$ cat src/rtl/tlm_pkg.sv
package tlm_pkg;

   typedef enum logic [1:0] {
      PH_IDLE = 2'd0,
      PH_LOW  = 2'd1,
      PH_HIGH = 2'd2,
      PH_GAP  = 2'd3
   } phase_e;

   localparam int STATUS_TOUCH_BITS = 4;
   localparam int KCNT_W            = 3;

   // header (number, version) + three word groups + flags A/B + status + trailer number
   function automatic int frame_len(input int keys, input int word_bytes);
      return 2 + 3 * keys * word_bytes + 4;
   endfunction

endpackage

$ cat src/rtl/tlm_snapshot.sv
module tlm_snapshot
   import tlm_pkg::*;
#(
   parameter int NUM_KEYS = 4,
   parameter int WORD_W   = 16,
   localparam int WB      = WORD_W / 8,
   localparam int NB      = frame_len(NUM_KEYS, WB),
   localparam int SEL_W   = $clog2(NB),
   localparam int KW      = NUM_KEYS * WORD_W
)(
   input  logic                clk,
   input  logic                rst_n,
   input  logic                capture_i,
   input  logic                done_i,
   input  logic                busy_i,
   input  logic [KW-1:0]       ref_i,
   input  logic [KW-1:0]       sig_i,
   input  logic [KW-1:0]       dlt_i,
   input  logic [7:0]          flg_a_i,
   input  logic [7:0]          flg_b_i,
   input  logic [NUM_KEYS-1:0] touch_i,
   input  logic [KCNT_W-1:0]   kcnt_i,
   input  logic                cal_i,
   input  logic [7:0]          ver_i,
   input  logic [SEL_W-1:0]    sel_i,
   output logic [7:0]          byte_o
);

   localparam int IMG_W    = NB * 8;
   localparam int BASE_REF = 2;
   localparam int BASE_SIG = BASE_REF + NUM_KEYS * WB;
   localparam int BASE_DLT = BASE_SIG + NUM_KEYS * WB;
   localparam int BASE_FLG = BASE_DLT + NUM_KEYS * WB;
   localparam int IDX_STS  = BASE_FLG + 2;
   localparam int IDX_TRL  = IDX_STS + 1;

   if (WORD_W < 8 || (WORD_W % 8) != 0) begin : g_bad_word
      $error("tlm_snapshot: WORD_W must be a positive multiple of 8");
   end
   if (NUM_KEYS < 1 || NUM_KEYS > STATUS_TOUCH_BITS) begin : g_bad_keys
      $error("tlm_snapshot: NUM_KEYS must lie in 1..4");
   end

   logic [7:0]                   frm_q;
   logic [IMG_W-1:0]             img_d;
   logic [IMG_W-1:0]             img_q;
   logic [STATUS_TOUCH_BITS-1:0] touch_pad;

   // touch field padding variant
   if (NUM_KEYS == STATUS_TOUCH_BITS) begin : g_touch_full
      assign touch_pad = touch_i;
   end else begin : g_touch_pad
      assign touch_pad = {{(STATUS_TOUCH_BITS - NUM_KEYS){1'b0}}, touch_i};
   end

   // frame image assembly
   assign img_d[0 +: 8]              = frm_q;
   assign img_d[8 +: 8]              = ver_i;
   assign img_d[BASE_FLG*8 +: 8]     = flg_a_i;
   assign img_d[(BASE_FLG+1)*8 +: 8] = flg_b_i;
   assign img_d[IDX_STS*8 +: 8]      = {cal_i, kcnt_i, touch_pad};
   assign img_d[IDX_TRL*8 +: 8]      = frm_q;

   for (genvar k = 0; k < NUM_KEYS; k++) begin : g_key
      for (genvar b = 0; b < WB; b++) begin : g_lane
         assign img_d[(BASE_REF + k*WB + b)*8 +: 8] = ref_i[k*WORD_W + b*8 +: 8];
         assign img_d[(BASE_SIG + k*WB + b)*8 +: 8] = sig_i[k*WORD_W + b*8 +: 8];
         assign img_d[(BASE_DLT + k*WB + b)*8 +: 8] = dlt_i[k*WORD_W + b*8 +: 8];
      end
   end

   always_ff @(posedge clk or negedge rst_n) begin
      if (!rst_n) begin
         img_q <= '0;
      end else if (capture_i) begin
         img_q <= img_d;
      end
   end

   always_ff @(posedge clk or negedge rst_n) begin
      if (!rst_n) begin
         frm_q <= 8'd0;
      end else if (done_i) begin
         frm_q <= frm_q + 8'd1;
      end
   end

   assign byte_o = img_q[{sel_i, 3'b000} +: 8];

   a_r3_number_step: assert property (@(posedge clk) disable iff (!rst_n)
      done_i |=> (frm_q == $past(frm_q) + 8'd1));

   a_r10_snapshot_frozen: assert property (@(posedge clk) disable iff (!rst_n)
      (busy_i && !capture_i) |=> $stable(img_q));

endmodule

$ cat src/rtl/tlm_bit_sequencer.sv
module tlm_bit_sequencer
   import tlm_pkg::*;
#(
   parameter int HALF_CYC = 4,
   parameter int GAP_CYC  = 8,
   parameter int NBYTES   = 30,
   localparam int SEL_W   = $clog2(NBYTES)
)(
   input  logic             clk,
   input  logic             rst_n,
   input  logic             start_i,
   output logic             capture_o,
   output logic             done_o,
   output logic             busy_o,
   output logic             line_clk_o,
   output logic [2:0]       bit_o,
   output logic [SEL_W-1:0] byte_o
);

   localparam int MAXC = (HALF_CYC > GAP_CYC) ? HALF_CYC : ((GAP_CYC > 0) ? GAP_CYC : 1);
   localparam int CW   = $clog2(MAXC + 1);
   localparam logic [CW-1:0]    HALF_LAST = CW'(HALF_CYC - 1);
   localparam logic [CW-1:0]    GAP_LAST  = CW'((GAP_CYC > 0) ? GAP_CYC - 1 : 0);
   localparam logic [SEL_W-1:0] BYTE_LAST = SEL_W'(NBYTES - 1);

   if (HALF_CYC < 1) begin : g_bad_half
      $error("tlm_bit_sequencer: HALF_CYC must be at least 1");
   end
   if (GAP_CYC < 0) begin : g_bad_gap
      $error("tlm_bit_sequencer: GAP_CYC must not be negative");
   end
   if (NBYTES < 2) begin : g_bad_len
      $error("tlm_bit_sequencer: NBYTES must be at least 2");
   end

   phase_e           ph_q, ph_d;
   logic [CW-1:0]    cnt_q, cnt_d;
   logic [2:0]       bit_q, bit_d;
   logic [SEL_W-1:0] byte_q, byte_d;
   logic             gap_en;
   logic             half_end;

   // inter-byte gap variant
   if (GAP_CYC == 0) begin : g_no_gap
      assign gap_en = 1'b0;
   end else begin : g_gap
      assign gap_en = 1'b1;
   end

   assign half_end = (cnt_q == HALF_LAST);

   always_comb begin
      ph_d   = ph_q;
      cnt_d  = cnt_q;
      bit_d  = bit_q;
      byte_d = byte_q;
      unique case (ph_q)
         PH_IDLE: begin
            if (start_i) begin
               ph_d   = PH_LOW;
               cnt_d  = '0;
               bit_d  = 3'd7;
               byte_d = '0;
            end
         end
         PH_LOW: begin
            if (half_end) begin
               ph_d  = PH_HIGH;
               cnt_d = '0;
            end else begin
               cnt_d = cnt_q + 1'b1;
            end
         end
         PH_HIGH: begin
            if (half_end) begin
               cnt_d = '0;
               if (bit_q != 3'd0) begin
                  bit_d = bit_q - 3'd1;
                  ph_d  = PH_LOW;
               end else if (byte_q == BYTE_LAST) begin
                  ph_d = PH_IDLE;
               end else if (gap_en) begin
                  ph_d = PH_GAP;
               end else begin
                  byte_d = byte_q + 1'b1;
                  bit_d  = 3'd7;
                  ph_d   = PH_LOW;
               end
            end else begin
               cnt_d = cnt_q + 1'b1;
            end
         end
         PH_GAP: begin
            if (cnt_q == GAP_LAST) begin
               cnt_d  = '0;
               byte_d = byte_q + 1'b1;
               bit_d  = 3'd7;
               ph_d   = PH_LOW;
            end else begin
               cnt_d = cnt_q + 1'b1;
            end
         end
         default: ph_d = PH_IDLE;
      endcase
   end

   always_ff @(posedge clk or negedge rst_n) begin
      if (!rst_n) begin
         ph_q   <= PH_IDLE;
         cnt_q  <= '0;
         bit_q  <= 3'd7;
         byte_q <= '0;
      end else begin
         ph_q   <= ph_d;
         cnt_q  <= cnt_d;
         bit_q  <= bit_d;
         byte_q <= byte_d;
      end
   end

   assign capture_o  = (ph_q == PH_IDLE) && start_i;
   assign done_o     = (ph_q == PH_HIGH) && half_end && (bit_q == 3'd0) && (byte_q == BYTE_LAST);
   assign busy_o     = (ph_q != PH_IDLE);
   assign line_clk_o = (ph_q == PH_HIGH);
   assign bit_o      = bit_q;
   assign byte_o     = byte_q;

   a_r7_clk_low_released: assert property (@(posedge clk) disable iff (!rst_n)
      !busy_o |-> !line_clk_o);

   a_r9_byte_single_step: assert property (@(posedge clk) disable iff (!rst_n)
      (busy_o && $past(busy_o) && !$stable(byte_q)) |-> (byte_q == $past(byte_q) + 1'b1));

   a_r8_count_bounded: assert property (@(posedge clk) disable iff (!rst_n)
      (ph_q == PH_LOW || ph_q == PH_HIGH) |-> (cnt_q <= HALF_LAST));

endmodule

$ cat src/rtl/tlm_frame_serializer.sv
module tlm_frame_serializer
   import tlm_pkg::*;
#(
   parameter int NUM_KEYS = 4,
   parameter int WORD_W   = 16,
   parameter int HALF_CYC = 4,
   parameter int GAP_CYC  = 8,
   localparam int KW      = NUM_KEYS * WORD_W
)(
   input  logic                clk,
   input  logic                rst_n,
   input  logic                start_i,
   input  logic [KW-1:0]       ref_i,
   input  logic [KW-1:0]       sig_i,
   input  logic [KW-1:0]       dlt_i,
   input  logic [7:0]          flg_a_i,
   input  logic [7:0]          flg_b_i,
   input  logic [NUM_KEYS-1:0] touch_i,
   input  logic [2:0]          kcnt_i,
   input  logic                cal_i,
   input  logic [7:0]          ver_i,
   output logic                ser_clk_o,
   output logic                ser_dat_o,
   output logic                ser_clk_oe_o,
   output logic                ser_dat_oe_o
);

   localparam int NB    = frame_len(NUM_KEYS, WORD_W / 8);
   localparam int SEL_W = $clog2(NB);

   logic             capture;
   logic             done;
   logic             busy;
   logic             line_clk;
   logic [2:0]       bit_idx;
   logic [SEL_W-1:0] byte_idx;
   logic [7:0]       cur_byte;

   tlm_bit_sequencer #(
      .HALF_CYC (HALF_CYC),
      .GAP_CYC  (GAP_CYC),
      .NBYTES   (NB)
   ) u_seq (
      .clk        (clk),
      .rst_n      (rst_n),
      .start_i    (start_i),
      .capture_o  (capture),
      .done_o     (done),
      .busy_o     (busy),
      .line_clk_o (line_clk),
      .bit_o      (bit_idx),
      .byte_o     (byte_idx)
   );

   tlm_snapshot #(
      .NUM_KEYS (NUM_KEYS),
      .WORD_W   (WORD_W)
   ) u_snap (
      .clk       (clk),
      .rst_n     (rst_n),
      .capture_i (capture),
      .done_i    (done),
      .busy_i    (busy),
      .ref_i     (ref_i),
      .sig_i     (sig_i),
      .dlt_i     (dlt_i),
      .flg_a_i   (flg_a_i),
      .flg_b_i   (flg_b_i),
      .touch_i   (touch_i),
      .kcnt_i    (kcnt_i),
      .cal_i     (cal_i),
      .ver_i     (ver_i),
      .sel_i     (byte_idx),
      .byte_o    (cur_byte)
   );

   assign ser_clk_o    = line_clk;
   assign ser_dat_o    = busy & cur_byte[bit_idx];
   assign ser_clk_oe_o = busy;
   assign ser_dat_oe_o = busy;

   a_r7_data_held_high: assert property (@(posedge clk) disable iff (!rst_n)
      ser_clk_o |-> $stable(ser_dat_o));

   a_r10_strobe_no_abort: assert property (@(posedge clk) disable iff (!rst_n)
      (ser_clk_oe_o && start_i && !done) |=> ser_clk_oe_o);

   a_r2_release_after_last: assert property (@(posedge clk) disable iff (!rst_n)
      done |=> (!ser_clk_oe_o && !ser_dat_oe_o));

endmodule

$ cat config.mk
export PLATFORM = sky130hd
export DESIGN_NAME = tlm_frame_serializer
export DESIGN_NICKNAME = d
export VERILOG_FILES = /design/src/rtl/tlm_pkg.sv /design/src/rtl/tlm_snapshot.sv /design/src/rtl/tlm_bit_sequencer.sv /design/src/rtl/tlm_frame_serializer.sv
export SDC_FILE = /design/constraint.sdc
export NUM_CORES = 1
export LEC_CHECK = 0
export BUFFER_PORTS_ARGS = -buffer_cell sky130_fd_sc_hd__buf_2
export CAP_MARGIN = 15
export CORE_ASPECT_RATIO = 2
export CORE_MARGIN = 2
export CORE_UTILIZATION = 49
export CTS_CLUSTER_DIAMETER = 60
export DETAILED_ROUTE_END_ITERATION = 12
export PLACE_DENSITY_LB_ADDON = 0.05
export RECOVER_POWER = 50
export SLEW_MARGIN = 25
export SYNTH_ARGS = -nofsm -noshare
export SYNTH_HDL_FRONTEND = slang
export SYNTH_HIERARCHICAL = 1
export SYNTH_SLANG_ARGS = --single-unit
$ cat constraint.sdc
create_clock -name clk -period 2.4 [get_ports clk]
set_input_delay 0 -clock clk [delete_from_list [all_inputs] [get_ports clk]]
set_output_delay 0 -clock clk [all_outputs]
set_load 0.01 [all_outputs]
==> Word level (Yosys, flattened, before mapping) <==
Cells that the tools add are included.
{ "totals": {"reg_bits": 262, "inputBits": 227, "out_inout_bits": 4, "word_cells": 59} }
{ "op_classes": {"n_addsub": 4, "n_lt_le_gt_ge": 1, "eq_ne": 11, "shift": 1, "n_mux": 21, "n_bitwise": 1, "reduce_logical": 14} }
{ "ops": {"columns": ["cell", "n"], "rows": [
  ["240-bit by 9-bit variable part select with 8-bit output", 1],
  ["2-bit two-way mux", 6],
  ["3-bit two-way mux", 4],
  ["4-bit two-way mux", 3],
  ["4-bit one-hot mux with 3 select lines", 1],
  ["5-bit two-way mux", 2],
  ["5-bit one-hot mux with 2 select lines", 1],
  ["3-bit one-hot mux with 3 select lines", 1],
  ["8-bit by 1-bit adder with 8-bit output, second input constant", 1],
  ["2-bit by 1-bit inequality test with 1-bit output, second input constant", 4],
  ["2-bit one-hot mux with 4 select lines", 1],
  ["3-bit nonzero test", 2],
  ["5-bit by 1-bit adder with 5-bit output, second input constant", 1],
  ["5-bit == test, second input constant", 1],
  ["5-bit AND reduction", 1],
  ["4-bit by 1-bit adder with 4-bit output, second input constant", 1],
  ["2-bit == test, second input constant", 2],
  ["4-bit by 2-bit == test with 1-bit output, second input constant", 1],
  ["4-bit by 3-bit == test with 1-bit output, second input constant", 1],
  ["1-bit logical AND", 4],
  ["3-bit by 4-bit less-than comparator with 1-bit output, second input constant", 1],
  ["4-bit AND reduction", 1],
  ["2-bit nonzero test", 2],
  ["1-bit binary-select mux with 3-bit select", 1],
  ["9 further kinds", 9]
]} }

==> Logic depth before layout (Yosys ltp) <==
{ "logic_depth": {"depth_word": 5, "ltp_mapped": 10, "ltp_nobuf": 8} }

==> By module <==
The synthesis kept the hierarchy.
{ "modules_own_cells": {"columns": ["mod", "instances", "cells_per_inst", "area_each_um2", "seq_area_each_um2"], "rows": [
  ["tlm_snapshot", 1, 668, 10936.7, 6005.8],
  ["tlm_bit_sequencer", 1, 104, 979.7, 354.1],
  ["tlm_frame_serializer", 1, 8, 78.8, 0.0]
]} }

==> Least setup slack after synthesis <==
Ideal clock, no wire load.
{ "synth_path": {"path_kind": "register -> output", "startpoint": "register u_seq.byte_q[1], in the netlist u_seq/byte_o[1]", "endpoint": "output port ser_dat_o", "arrival_time_ps": 2243, "path_slack_ps": 157, "path_stages_with_launch": 9, "cell_sequence": "dfrtp_1 -> buf_6 -> buf_8 -> mux4_2 -> a211oi_2 -> o32ai_1 -> mux4_1 -> nor2_1 -> a311oi_1"} }
{ "synth_via": {"elab_chain_cells": 4} }
{ "synth_lines": {"columns": ["item", "line", "rtl"], "rows": [
  ["start, declared", "tlm_bit_sequencer.sv:39", "logic [SEL_W-1:0] byte_q, byte_d;"],
  ["start signal, assigned", "tlm_bit_sequencer.sv:117", "byte_q <= byte_d;"],
  ["240-bit by 9-bit variable part select with 8-bit output", "tlm_snapshot.sv:88", "assign byte_o = img_q[{sel_i, 3'b000} +: 8];"],
  ["net cur_byte[3]", "tlm_frame_serializer.sv:37", "logic [7:0] cur_byte;"],
  ["1-bit binary-select mux with 3-bit select", "tlm_frame_serializer.sv:78", "assign ser_dat_o = busy & cur_byte[bit_idx];"],
  ["1-bit two-way mux (not written as such)", "tlm_frame_serializer.sv:78", null],
  ["1-bit bitwise AND", "tlm_frame_serializer.sv:78", null],
  ["end, declared", "tlm_frame_serializer.sv:23", "output logic ser_dat_o,"]
]} }
The timed path passes the listed nets, and every way through them passes these cells. The select of a mux whose other input is x is not followed.

==> Worst setup path after layout <==
Ends and elaborated chain as after synthesis.

==> results.json <==
{
  "synth_edf_count": 0,
  "powerDensity_nw_per_um2": 519,
  "grt_antenna_before_repair": 0,
  "timing.rr.start": "u_seq/byte_o[1]",
  "cp.required_ps": 2400,
  "min_from": "dlt_i[45]",
  "grt_busiest_layer": "met2",
  "area_growth_pct": 40.9,
  "h-tree-depth": 1,
  "cp-start-kind": "register",
  "relSlewSlack": -0.0301,
  "track_usage": 0.248,
  "finalCritPeriodShare": 1.30,
  "setup_viol": 1,
  "tightest_slew_ps": 1550,
  "setup_tns_ps": -718,
  "grt_max_degree": 90,
  "crit_arrival_ps": 3120,
  "core_um2": 24200,
  "layout_min_cycle_time_ps": 3120,
  "met1_usage": 0.316,
  "post_dp_cell_area_um2": 13700,
  "vias": 8408,
  "syn_area_um2": 12000,
  "die_h_um": 225,
  "drc": 0,
  "gp_congestion": 0.824,
  "multi_input_area_um2": 5370,
  "n_fill_cell": 1641,
  "cts_root_buf": "clkbuf_16",
  "p_clk_frac": 0.445,
  "drtIter0Drc": 450,
  "ys.flop_type": "dfrtp_1",
  "pwr-share-seq": 0.488,
  "max-cap-violations": 1,
  "routedWlPerCell_um": 20.2,
  "syn_inst": 780,
  "async_reset_ff_frac": 1.00,
  "rrSetupSlack_ps": 80,
  "status": "complete, but fails checks",
  "synth_fp_nets": 1019,
  "cp-end-kind": "primary output",
  "fin_skew_ps": 12.4,
  "violations": "capacitance limit, slew limit, setup timing",
  "clockBufferDepth": 3,
  "clk_latency_ps": 530,
  "seqCellArea_um2": 6370,
  "p_sw_frac": 0.214,
  "fin_util": 0.698,
  "layout.nets": 1501,
  "cts-buffers-inserted": 24,
  "ys_ff_latch": 254,
  "drive_gt1_frac": 0.511,
  "grt_pass1_vias": 9096,
  "totalWireLength_um": 31600,
  "antenna_left": 0,
  "r2r_end": "u_seq/ph_q[0]",
  "drtPass1Iterations": 4,
  "ys_warn_count": 6,
  "crit_type": "reg -> out",
  "combinationalPowerShare": 0.067,
  "start_util": 0.495,
  "rows": 81,
  "io_pins": 231,
  "cts_tree": "yes",
  "clkSinkCount": 254,
  "worstRegToRegCells": 10,
  "yosysSeqAreaShare": 0.530,
  "grt_setup_unrepaired": "yes",
  "design_area_um2": 16900,
  "die_w_um": 115,
  "dpl.hpwl_um": 20800,
  "vdd_ir_drop_max_uv": 512,
  "io_buffers": 230,
  "hold_class": "in -> reg",
  "met3_usage": 0.0339,
  "p_sw_mw": 1.88,
  "diodes": 0,
  "synth.distinct_cells": 61,
  "internal_power_mw": 6.90,
  "clkTransAtPathRegs_ps": 70,
  "maxSlewViolCount": 63,
  "power_leakage_nw": 8.35,
  "grt-ovfl-total": 0,
  "min_path_cells": 3,
  "final-hold-violation-count": 0,
  "holdPathEnd": "u_snap/img_q[189]",
  "die_area_um2": 25800,
  "synth.avg_cell_area_um2": 15.4,
  "met2_usage": 0.426,
  "worst-path-max-fanout": 5,
  "viasPerCell": 5.36,
  "max_freq_mhz": 321,
  "grt_pass1_wl_um": 49200,
  "setup_slack_ps": -718
}
[repair_timing]
item,in CTS,in global routing
hold buffers,226,0
gates cloned,1,0
pin swaps,4,4
endpoints found under the setup margin,2,5
resized for setup,10,10
setup buffers,5,2
hold endpoints to repair,452,0
[cell families (layout without fill, tap and decap cells)]
family	Yosys count	in the layout	share of synthesized area
xor gates and xnor gates	8	8	0.00584
DFF	254	254	0.530
and+or+nand+nor	58	58	0.0276
muxes	326	326	0.359
adders and majority gates	12	12	0.0125
buffers and inverters	60	559	0.0281
AOI/OAI and AO/OA	62	62	0.0364
[stage by stage]
step	instances	setup slack [ps]	total power, mW	hold slack, ps
2_1_floorplan	780	157	4.37	-296
3_3_place_gp	1292	-174	4.67	-17.7
3_5_place_dp	1292	-214	4.67	-16.4
4_1_cts	1567	-765	8.88	11.8
5_1_grt	1569	-803	9.09	227
6_report	1569	-718	8.78	229
[per-layer routing]
metal  share of wire  wire (um)  vias up
li1                -          -     3880
met1            0.40      12600     4232
met2            0.52      16500      235
met3           0.044       1380       61
met4           0.036       1130        0
met5               0          0        -
[final cells by class]
cell class	instances	share of cell area
multi-input cells	466	0.318
flip-flops and latches	254	0.377
clock inverters	11	0.00666
clock buffers	32	0.0410
inverters	10	0.00222
repair buffers	506	0.234
well taps	290	0.0215
[registers in the layout, indices dropped and copies added (netlist names)]
name and flops:
u_seq/ph_q 2, u_snap/img_q 232, u_seq/cnt_q 4, u_seq/bit_o 3, u_snap/frm_q 8, u_seq/byte_o 5
[synth_stat cells (all sizes together) (5+ instances only)]
| master | number | area (um^2) |
|---|---|---|
| nor2 | 8 | 30.0 |
| o21ai | 12 | 63.8 |
| nand2 | 17 | 63.8 |
| clkbuf | 12 | 46.3 |
| mux2i | 14 | 140 |
| nand3 | 5 | 25.0 |
| o21a | 7 | 52.6 |
| dfrtp | 251 | 6280 |
| a21oi | 14 | 81.3 |
| o22ai | 7 | 43.8 |
| buf | 38 | 253 |
| ha | 12 | 150 |
| nand4 | 5 | 31.3 |
| a22oi | 7 | 52.6 |
| mux2 | 256 | 2880 |
| nor2b | 5 | 33.8 |
| mux4 | 56 | 1290 |
| inv | 10 | 37.5 |
[cells in the final DEF, fill, tap and decap left out, drive strengths merged, types with 2 or more instances in the layout]
master,synthesis,layout
a21oi,14,14
a22oi,7,7
a31oi,2,2
and3,2,2
buf,38,276
bufinv,0,2
clkbuf,12,36
clkinv,0,6
clkinvlp,0,3
dfrtp,251,251
dfstp,3,3
dlygate4sd3,0,226
ha,12,12
inv,10,10
mux2,256,256
mux2i,14,14
mux4,56,56
nand2,17,17
nand2b,4,4
nand3,5,5
nand4,5,5
nor2,8,8
nor2b,5,5
o21a,7,7
o21ai,12,12
o221ai,2,2
o22ai,7,7
or3,2,2
xnor2,4,4
xor2,4,4
[worst max path at each step]
stage | from | endpoint | slack (ps) | cells after the start
3_3_place_gp | u_seq/byte_o[1] | ser_dat_o | -170 | 9
2_1_floorplan | u_seq/byte_o[1] | ser_dat_o | 160 | 8
4_1_cts | u_seq/byte_o[1] | ser_dat_o | -770 | 10
6_report | u_seq/byte_o[1] | ser_dat_o | -720 | 11
5_1_grt | u_seq/byte_o[1] | ser_dat_o | -800 | 11
3_5_place_dp | u_seq/byte_o[1] | ser_dat_o | -210 | 10
[critical path, cell delays in order (launching register included)]
cell	delay [ps]
dfrtp_4	530
buf_12	160
buf_4	130
mux4_2	430
mux2_2	270
o22ai_1	150
buf_4	150
a21oi_1	40
mux2_4	290
o31ai_4	180
a311oi_2	80
buf_2	160
[power by group through the flow]
| stage | Combinational (mW) | Clock (mW) | Sequential [mW] |
|---|---|---|---|
| 6_report | 0.588 | 3.91 | 4.28 |
| 2_1_floorplan | 0.00333 | 0 | 4.36 |
| 4_1_cts | 0.595 | 4.01 | 4.28 |
| 5_1_grt | 0.638 | 4.18 | 4.28 |
| 3_5_place_dp | 0.309 | 0 | 4.36 |
| 3_3_place_gp | 0.305 | 0 | 4.36 |
Power figures use the tool's default switching activity.
